File: src/rtl/pcnt_pkg.sv
package pcnt_pkg;

    typedef enum logic [1:0] {
        MODE_NORMAL = 2'd0,
        MODE_BOTH   = 2'd1,
        MODE_QUAD   = 2'd2,
        MODE_HOLD   = 2'd3
    } cnt_mode_e;

    // phase state named {A,B}
    typedef enum logic [1:0] {
        PH_00 = 2'b00,
        PH_01 = 2'b01,
        PH_10 = 2'b10,
        PH_11 = 2'b11
    } phase_e;

    typedef struct packed {
        logic up;
        logic dn;
    } step_t;

endpackage

File: src/rtl/pcnt_sync.sv
module pcnt_sync #(
    parameter int WIDTH  = 5,
    parameter int STAGES = 2
) (
    input  logic             clk,
    input  logic             rst_n,
    input  logic [WIDTH-1:0] async_i,
    output logic [WIDTH-1:0] sync_o
);

    logic [WIDTH-1:0] stage_q [STAGES];

    always_ff @(posedge clk) begin
        if (!rst_n) stage_q[0] <= '0;
        else        stage_q[0] <= async_i;
    end

    generate
        for (genvar s = 1; s < STAGES; s++) begin : g_stage
            always_ff @(posedge clk) begin
                if (!rst_n) stage_q[s] <= '0;
                else        stage_q[s] <= stage_q[s-1];
            end
        end
    endgenerate

    assign sync_o = stage_q[STAGES-1];

endmodule

File: src/rtl/pcnt_decode.sv
module pcnt_decode
    import pcnt_pkg::*;
(
    input  logic      clk,
    input  logic      rst_n,
    input  cnt_mode_e mode_i,
    input  logic      a_i,
    input  logic      b_i,
    output step_t     step_o
);

    phase_e phase_q;
    phase_e phase_d;
    logic   prev_a;

    assign phase_d = phase_e'({a_i, b_i});
    assign prev_a  = phase_q[1];

    // state register
    always_ff @(posedge clk) begin
        if (!rst_n) phase_q <= PH_00;
        else        phase_q <= phase_d;
    end

    // outputs: step decision from current state and new sample
    always_comb begin
        step_o = '0;
        unique case (mode_i)
            MODE_NORMAL: step_o.up = a_i & ~prev_a;
            MODE_BOTH:   step_o.up = a_i ^ prev_a;
            MODE_QUAD: begin
                unique case (phase_q)
                    PH_00: begin
                        step_o.up = (phase_d == PH_10);
                        step_o.dn = (phase_d == PH_01);
                    end
                    PH_10: begin
                        step_o.up = (phase_d == PH_11);
                        step_o.dn = (phase_d == PH_00);
                    end
                    PH_11: begin
                        step_o.up = (phase_d == PH_01);
                        step_o.dn = (phase_d == PH_10);
                    end
                    PH_01: begin
                        step_o.up = (phase_d == PH_00);
                        step_o.dn = (phase_d == PH_11);
                    end
                endcase
            end
            MODE_HOLD: step_o = '0;
        endcase
    end

endmodule

File: src/rtl/pcnt_counter.sv
module pcnt_counter
    import pcnt_pkg::*;
#(
    parameter int CNT_W = 24
) (
    input  logic             clk,
    input  logic             rst_n,
    input  step_t            step_i,
    input  logic             en_i,
    input  logic             marker_i,
    output logic             clear_o,
    output logic [CNT_W-1:0] count_o
);

    localparam logic [CNT_W-1:0] ONE = CNT_W'(1);

    logic marker_prev_q;
    logic [CNT_W-1:0] count_q;

    assign clear_o = marker_i & ~marker_prev_q;

    always_ff @(posedge clk) begin
        if (!rst_n) marker_prev_q <= 1'b0;
        else        marker_prev_q <= marker_i;
    end

    always_ff @(posedge clk) begin
        if (!rst_n)                   count_q <= '0;
        else if (clear_o)             count_q <= '0;
        else if (en_i && step_i.up)   count_q <= count_q + ONE;
        else if (en_i && step_i.dn)   count_q <= count_q - ONE;
    end

    assign count_o = count_q;

endmodule

File: src/rtl/pcnt_compare.sv
module pcnt_compare #(
    parameter int CNT_W = 24
) (
    input  logic             clk,
    input  logic             rst_n,
    input  logic             wr_en_i,
    input  logic             wr_sel_i,
    input  logic [CNT_W-1:0] wr_data_i,
    input  logic [CNT_W-1:0] count_i,
    output logic [CNT_W-1:0] sp1_o,
    output logic [CNT_W-1:0] sp2_o,
    output logic             gt_o,
    output logic             lt_o
);

    logic [CNT_W-1:0] sp1_q, sp2_q;

    always_ff @(posedge clk) begin
        if (!rst_n) begin
            sp1_q <= '0;
            sp2_q <= '0;
        end else if (wr_en_i) begin
            if (wr_sel_i) sp2_q <= wr_data_i;
            else          sp1_q <= wr_data_i;
        end
    end

    always_ff @(posedge clk) begin
        if (!rst_n) begin
            gt_o <= 1'b0;
            lt_o <= 1'b0;
        end else begin
            gt_o <= (count_i > sp1_q);
            lt_o <= (count_i < sp2_q);
        end
    end

    assign sp1_o = sp1_q;
    assign sp2_o = sp2_q;

endmodule

File: src/rtl/pulse_counter_ch.sv
module pulse_counter_ch
    import pcnt_pkg::*;
#(
    parameter int CNT_W       = 24,
    parameter int SYNC_STAGES = 2
) (
    input  logic             clk,
    input  logic             rst_n,
    input  logic [1:0]       mode_i,
    input  logic             phase_a_i,
    input  logic             phase_b_i,
    input  logic             gate_i,
    input  logic             marker_i,
    input  logic             limit_i,
    input  logic             wr_en_i,
    input  logic             wr_sel_i,
    input  logic [CNT_W-1:0] wr_data_i,
    output logic [CNT_W-1:0] count_o,
    output logic             cmp_gt_o,
    output logic             cmp_lt_o
);

    localparam int NSYNC = 5;

    logic [NSYNC-1:0] raw_in, syn_in;
    logic a_s, b_s, gate_s, marker_s, limit_s;
    step_t step;
    logic cnt_en;
    logic clear_evt;
    logic [CNT_W-1:0] sp1_q, sp2_q;

    assign raw_in = {marker_i, limit_i, gate_i, phase_b_i, phase_a_i};
    assign {marker_s, limit_s, gate_s, b_s, a_s} = syn_in;
    assign cnt_en = gate_s & ~limit_s;

    pcnt_sync #(.WIDTH(NSYNC), .STAGES(SYNC_STAGES)) u_sync (
        .clk     (clk),
        .rst_n   (rst_n),
        .async_i (raw_in),
        .sync_o  (syn_in)
    );

    pcnt_decode u_decode (
        .clk    (clk),
        .rst_n  (rst_n),
        .mode_i (cnt_mode_e'(mode_i)),
        .a_i    (a_s),
        .b_i    (b_s),
        .step_o (step)
    );

    pcnt_counter #(.CNT_W(CNT_W)) u_counter (
        .clk      (clk),
        .rst_n    (rst_n),
        .step_i   (step),
        .en_i     (cnt_en),
        .marker_i (marker_s),
        .clear_o  (clear_evt),
        .count_o  (count_o)
    );

    pcnt_compare #(.CNT_W(CNT_W)) u_compare (
        .clk       (clk),
        .rst_n     (rst_n),
        .wr_en_i   (wr_en_i),
        .wr_sel_i  (wr_sel_i),
        .wr_data_i (wr_data_i),
        .count_i   (count_o),
        .sp1_o     (sp1_q),
        .sp2_o     (sp2_q),
        .gt_o      (cmp_gt_o),
        .lt_o      (cmp_lt_o)
    );

endmodule

File: config.mk
export PLATFORM = sky130hd
export DESIGN_NAME = pulse_counter_ch
export DESIGN_NICKNAME = d
export VERILOG_FILES = /design/src/rtl/pcnt_pkg.sv /design/src/rtl/pcnt_sync.sv /design/src/rtl/pcnt_decode.sv /design/src/rtl/pcnt_counter.sv /design/src/rtl/pcnt_compare.sv /design/src/rtl/pulse_counter_ch.sv
export SDC_FILE = /design/constraint.sdc
export NUM_CORES = 1
export LEC_CHECK = 0
export CORE_AREA = 2 2 114 116
export CTS_CLUSTER_DIAMETER = 120
export DETAILED_ROUTE_END_ITERATION = 8
export DIE_AREA = 0 0 116 118
export PLACE_DENSITY = 0.72
export SLEW_MARGIN = 30
export SYNTH_ARGS = -nofsm -noshare
export SYNTH_HDL_FRONTEND = slang
export SYNTH_SLANG_ARGS = --single-unit
File: constraint.sdc
create_clock -name clk -period 4.33 [get_ports clk]
set_clock_uncertainty 0.15 [all_clocks]
set_input_delay 0.866 -clock clk [delete_from_list [all_inputs] [get_ports clk]]
set_output_delay 0.866 -clock clk [all_outputs]
set_load 0.02 [all_outputs]
==> results of run 1 <==
## per-stage QoR
stage,TNS (ps),instances
floorplan,0,683
global placement,0,920
detailed placement,-28.6,920
CTS,0,936
global route,0,936
finish,0,936
## where the power goes
group / leakage [nW] / internal [W] / switching, W
registers: 0.710 / 0.000835 / 0.0000248
logic: 2.06 / 0.000215 / 0.000232
clock network: 0.159 / 0.000495 / 0.000319
total: 2.93 / 0.00154 / 0.000575
## registers in the layout, summed over array words and instances (netlist names)
signal	count
u_compare.sp2_o	24
u_compare.sp1_o	24
u_counter.count_o	24
u_decode.phase_q	2
u_compare.gt_o	1
u_compare.lt_o	1
u_counter.marker_prev_q	1
u_sync.stage_q	10
## layout by cell type, fill, tap and decap left out, types with 14 or more instances in the layout
cell,count
buf_4,32
o21ai_0,15
a21boi_0,48
nand2_1,139
a21o_1,23
clkdlybuf4s50_1,60
a21oi_1,43
dfxtp_1,87
and2_1,16
inv_1,55
ha_1,71
nor2_1,22
nand4_1,14
## layout make-up
class                           instances  area [um2]  area share [%]
Timing Repair Buffer                   93         861            12.7
Clock inverter                          4        52.6           0.775
Sequential cell                        87        1740            25.7
Tap cell                              172         215            3.18
Clock buffer                           12         267            3.93
Multi-Input combinational cell        513        3430            50.7
Inverter                               55         206            3.05
## final timing paths
check | startpoint | to | slack [ps] | cells past startpoint
min | u_sync.stage_q[0][4] | u_sync.stage_q[1][4] | 280 | 1
max | mode_i[1] | u_counter.count_o[22] | 260 | 13
max reg2reg | u_decode.phase_q[1] | u_counter.count_o[22] | 620 | 14
min reg2reg | u_sync.stage_q[0][4] | u_sync.stage_q[1][4] | 280 | 1
## cell families after synthesis
kind of cell,share of synthesized area [%]
and+or+nand+nor,20.1
xor gates and xnor gates,3.03
DFF,31.7
muxes,0.182
adders and majority gates,16.5
buffers and inverters,5.87
AOI/OAI and AO/OA,22.6
## per-layer routing
metal / track usage [%] / vias to the layer above / part of all wire, %
li1: - / 2526 / -
met1: 27.9 / 2284 / 46
met2: 34.2 / 123 / 46
met3: 3.19 / 27 / 5.7
met4: 8.78 / 0 / 2.2
met5: 0 / - / 0
==> results.cfg, run 1 <==
[sta]
timing.slew.headroom_pct = 39.8
max_freq_ghz = 0.246
period_needed_ps = 4070
tightest_slew_ps = 902
drv_slew = 0
fin_hold_ws_ps = 282
timing.final.hold_violations = 0
worst_slack_ps = 259
setup_viol = 0
rsz0062_at_grt = no
finalCritPeriodShare_pct = 94.0

[logic_synthesis]
synth_top_area_cell = dfxtp_1
ys_seq_area_share_pct = 31.7
syn_nets = 790
ys.flop_type = dfxtp_1
syn-instance-count = 683
synth-seq-cells = 87
yosysMostFrequentCell = nand2_1
synth_area_mm2 = 0.00550
synth.area.top_cells = dfxtp_1 32%, ha_1 16%, nand2_1 9.5%, a21boi_0 6.6%, a21oi_1 3.9%
yosys_warnings = 0
synth_cell_types = 54
synth_edf_count = 0
netlist_top_cells_count = 139 x nand2_1, 87 x dfxtp_1, 71 x ha_1
syn_area_per_cell_um2 = 8.05
synth_top_area_share_pct = 31.7
async_flop_share_pct = 0

[floorplanning]
fp.dieW_um = 116
core_area_mm2 = 0.0124
die_area_mm2 = 0.0137
io_pins = 61
initial_core_util_pct = 44.3
rows = 41
die_y_um = 118

[power_and_ir_drop]
power_w = 0.00212
power_per_cell_area_mw_per_mm2 = 313
p_leak_nw = 2.93
peakVddDrop_mv = 0.194

[critical_path]
cp_slowest_cell = clkdlybuf4s50_1
cp-start-kind = primary input
cp.required_ps = 4410
crit_type = primary input to flop
critPathMaxStageDelay_ps = 500
crit_family = compound AO/OA/AOI/OAI gates
arrival_ps = 4150
cp_num_buf_inv = 2
cp_max_fo = 21
end_kind = flop
path_cells = clkdlybuf4s50_1, nor2b_1, a31oi_1, or3_1, buf_12, fa_1, a211oi_2, nor3_1, o32ai_2, o21ai_1, o41ai_2, xnor2_1, a22o_1

[clock_network]
cts_tree = done
cts_max_path_buffers = 2
cts_buffers = 9
cts_hold_buf = 0
cts.sinks = 87
cts.htree.levels = 3
root_buffer = clkbuf_16
cts_resized = 0
cts_setup_buffers = 0
path_clk_slew_ps = 60
clk_latency_ps = 340

[global_route]
grt_pass1_wl_um = 23200
overflow = 0
grt_max_degree = 65
grt_pass1_vias = 4926
grt.total_usage_pct = 21.1
antenna_found_initial = 0

[placement]
placed_cell_area_mm2 = 0.00646
io_buffer_count = 60
dp_hpwl_um = 10700
gp_congestion = 0.932
place_ws_ps = -28.6

[job]
drv_cap = 0

[cells_and_area]
antenna_cells = 0
post-route-util_pct = 54.6
drive_gt1_share_pct = 7.72
postLayoutCellArea_mm2 = 0.00678
fill_cells = 1151
syn2layout_area_growth_pct = 23.3
layout.nets = 866

[route]
antenna_left = 0
viasPerCell = 5.30
wirelength_um = 13800
drt_drc_violations_left = 0
vias = 4960
drt-initial-drc-count = 321
first_pass_iters = 5
wl_per_cell_um = 14.7

[worst_hold_path]
holdCritPathClass = flop to flop

[status]
status = finished clean
Power figures use the tool's default switching activity.
==> run 2, diff against run 1 <==
--- a/config.mk
+++ b/config.mk
@@ -5,10 +5,10 @@
 export SDC_FILE = /design/constraint.sdc
 export NUM_CORES = 1
 export LEC_CHECK = 0
-export CORE_AREA = 2 2 114 116
+export CORE_AREA = 2 2 94 141
 export CTS_CLUSTER_DIAMETER = 120
 export DETAILED_ROUTE_END_ITERATION = 8
-export DIE_AREA = 0 0 116 118
+export DIE_AREA = 0 0 96 143
 export PLACE_DENSITY = 0.72
 export SLEW_MARGIN = 30
 export SYNTH_ARGS = -nofsm -noshare
==> run 2 against run 1 <==
Largest cell class unchanged. Sequential share of layout area about the same. Die area grew 0.29%. Critical endpoint is now u_counter.count_o[20]. Largest power group unchanged. Power decreased by 0.73%. Critical path type unchanged. Non-clock buffer count grew 7.
==> results.cfg, run 2 (same netlist as run 1, synthesis figures left out) <==
[cells_and_area]
drive_gt1_share_pct = 8.30
final_cell_count_no_fill = 927
multiInputGateArea_mm2 = 0.00343
fill_cells = 1181
postLayoutCellArea_mm2 = 0.00677
syn2layout_area_growth_pct = 23.2
mostFrequentLayoutCells = 139 x nand2_1, 87 x dfxtp_1, 71 x ha_1
antenna_cells = 0
regArea_mm2 = 0.00174
layout.nets = 873
layout_commonest_cell = nand2_1

[critical_path]
ff2ff_setup_slack_ps = 600
rr_startpoint = u_decode.phase_q[1]
arrival_ps = 4230
timing.rr.end = u_counter.count_o[20]
cp.required_ps = 4470
crit_type = primary input to flop
cp-start-kind = primary input
startpoint = mode_i[1]
cp_max_fo = 18
reg2reg_depth = 15
end_kind = flop

[placement]
dp_hpwl_um = 10900
io_buffer_count = 60
place_ws_ps = -104
gp_congestion = 0.884
dp.cells = 911
placed_cell_area_mm2 = 0.00648

[route]
viasPerCell = 5.41
wl_per_cell_um = 15.2
drt-initial-drc-count = 204
vias = 5013
drt_drc_violations_left = 0
first_pass_iters = 5
antenna_left = 0
wirelength_um = 14100

[sta]
setup_viol = 0
worst_slack_ps = 242
timing.final.hold_violations = 0
timing.slew.headroom_pct = 37.3
tightest_slew_ps = 941
finalCritPeriodShare_pct = 94.4
rsz0062_at_grt = no
max_freq_ghz = 0.245
drv_slew = 0
period_needed_ps = 4090

[clock_network]
cts_max_path_buffers = 2
cts_tree = done
cts_setup_buffers = 0
cts_buffers = 9
clk_latency_ps = 350
cts_resized = 0
cts.htree.levels = 3
root_buffer = clkbuf_16
cts.sinks = 87
path_clk_slew_ps = 70
cts_hold_buf = 0

[global_route]
grt.total_usage_pct = 21.8
antenna_found_initial = 0
overflow = 0
grt_pass1_vias = 5011
grt_max_degree = 65
grt_pass1_wl_um = 23500

[floorplanning]
fp.dieW_um = 96
core_area_mm2 = 0.0124
initial_core_util_pct = 44.2
die_area_mm2 = 0.0137
rows = 50
io_pins = 61
die_y_um = 143

[worst_hold_path]
holdPathStages = 1
holdCritPathClass = flop to flop
whs_endpoint = u_sync.stage_q[1][2]
worstHoldStart = u_sync.stage_q[0][2]

[status]
status = finished clean

[power_and_ir_drop]
p_leak_nw = 2.93
peakVddDrop_mv = 0.236
power_per_cell_area_mw_per_mm2 = 311

[job]
drv_cap = 0
==> run 2: cell count changes in the layout (fill, tap and decap cells not counted), sizes merged <==
| cell | change |
|---|---|
| inv | +2 |
| clkinvlp | +1 |
| clkinv | -1 |
| clkbuf | -2 |
| buf | +7 |
==> run 2: cell type report <==
| class | count | share of cell area, % |
|---|---|---|
| Clock buffer | 10 | 3.38 |
| Clock inverter | 6 | 1.02 |
| Inverter | 55 | 3.05 |
| Multi-Input combinational cell | 513 | 50.7 |
| Sequential cell | 87 | 25.7 |
| Tap cell | 156 | 2.88 |
| Timing Repair Buffer | 100 | 13.3 |
==> run 2: per-stage QoR <==
stage / hold slack [ps] / power [W] / setup TNS [ps] / utilization (%)
6_report: 290 / 0.00210 / 0 / 54.4
5_1_grt: 301 / 0.00221 / 0 / 54.4
2_1_floorplan: 262 / 0.00116 / 0 / -
3_5_place_dp: 274 / 0.00133 / -405 / 52.0
3_3_place_gp: 265 / 0.00132 / -20.0 / 52.0
4_1_cts: 291 / 0.00212 / 0 / 54.4
==> run 2: worst max path at each step <==
stage	cells past startpoint	endpoint	slack, ps
after global placement	13	u_counter.count_o[15]	-10
after global routing	15	u_counter.count_o[20]	2
after floorplan	12	u_counter.count_o[13]	600
final	14	u_counter.count_o[20]	240
after CTS	13	u_counter.count_o[20]	270
after detailed placement	14	u_counter.count_o[20]	-100
==> run 2: metal layers <==
metal / global-route usage [%] / part of all wire, %
met5: 0 / 0
met4: 7.14 / 1.7
met3: 2.53 / 2.8
met2: 39.7 / 52
met1: 26.0 / 43
==> run 2: critical path, stage by stage <==
cell,delay [ps]
clkdlybuf4s50_1,470
nor2b_1,170
a31oi_1,100
or3_1,490
buf_4,290
ha_1,370
a21oi_1,310
o21ai_0,170
a221oi_1,350
o31ai_1,130
a21oi_1,200
buf_4,130
nand3_1,80
nand3_1,100
==> run 2: power breakdown <==
group          total, W  switching, W  internal (W)
clock          0.000791      0.000340      0.000452
sequential     0.000859     0.0000244      0.000834
combinational  0.000454      0.000234      0.000220
==> run 3, diff against run 2 <==
--- a/config.mk
+++ b/config.mk
@@ -7,6 +7,7 @@
 export LEC_CHECK = 0
 export CORE_AREA = 2 2 94 141
 export CTS_CLUSTER_DIAMETER = 120
+export CTS_CLUSTER_SIZE = 24
 export DETAILED_ROUTE_END_ITERATION = 8
 export DIE_AREA = 0 0 96 143
 export PLACE_DENSITY = 0.72
==> results of run 3 <==
No change in the layout: final DEF, timing and power equal those of run 2.
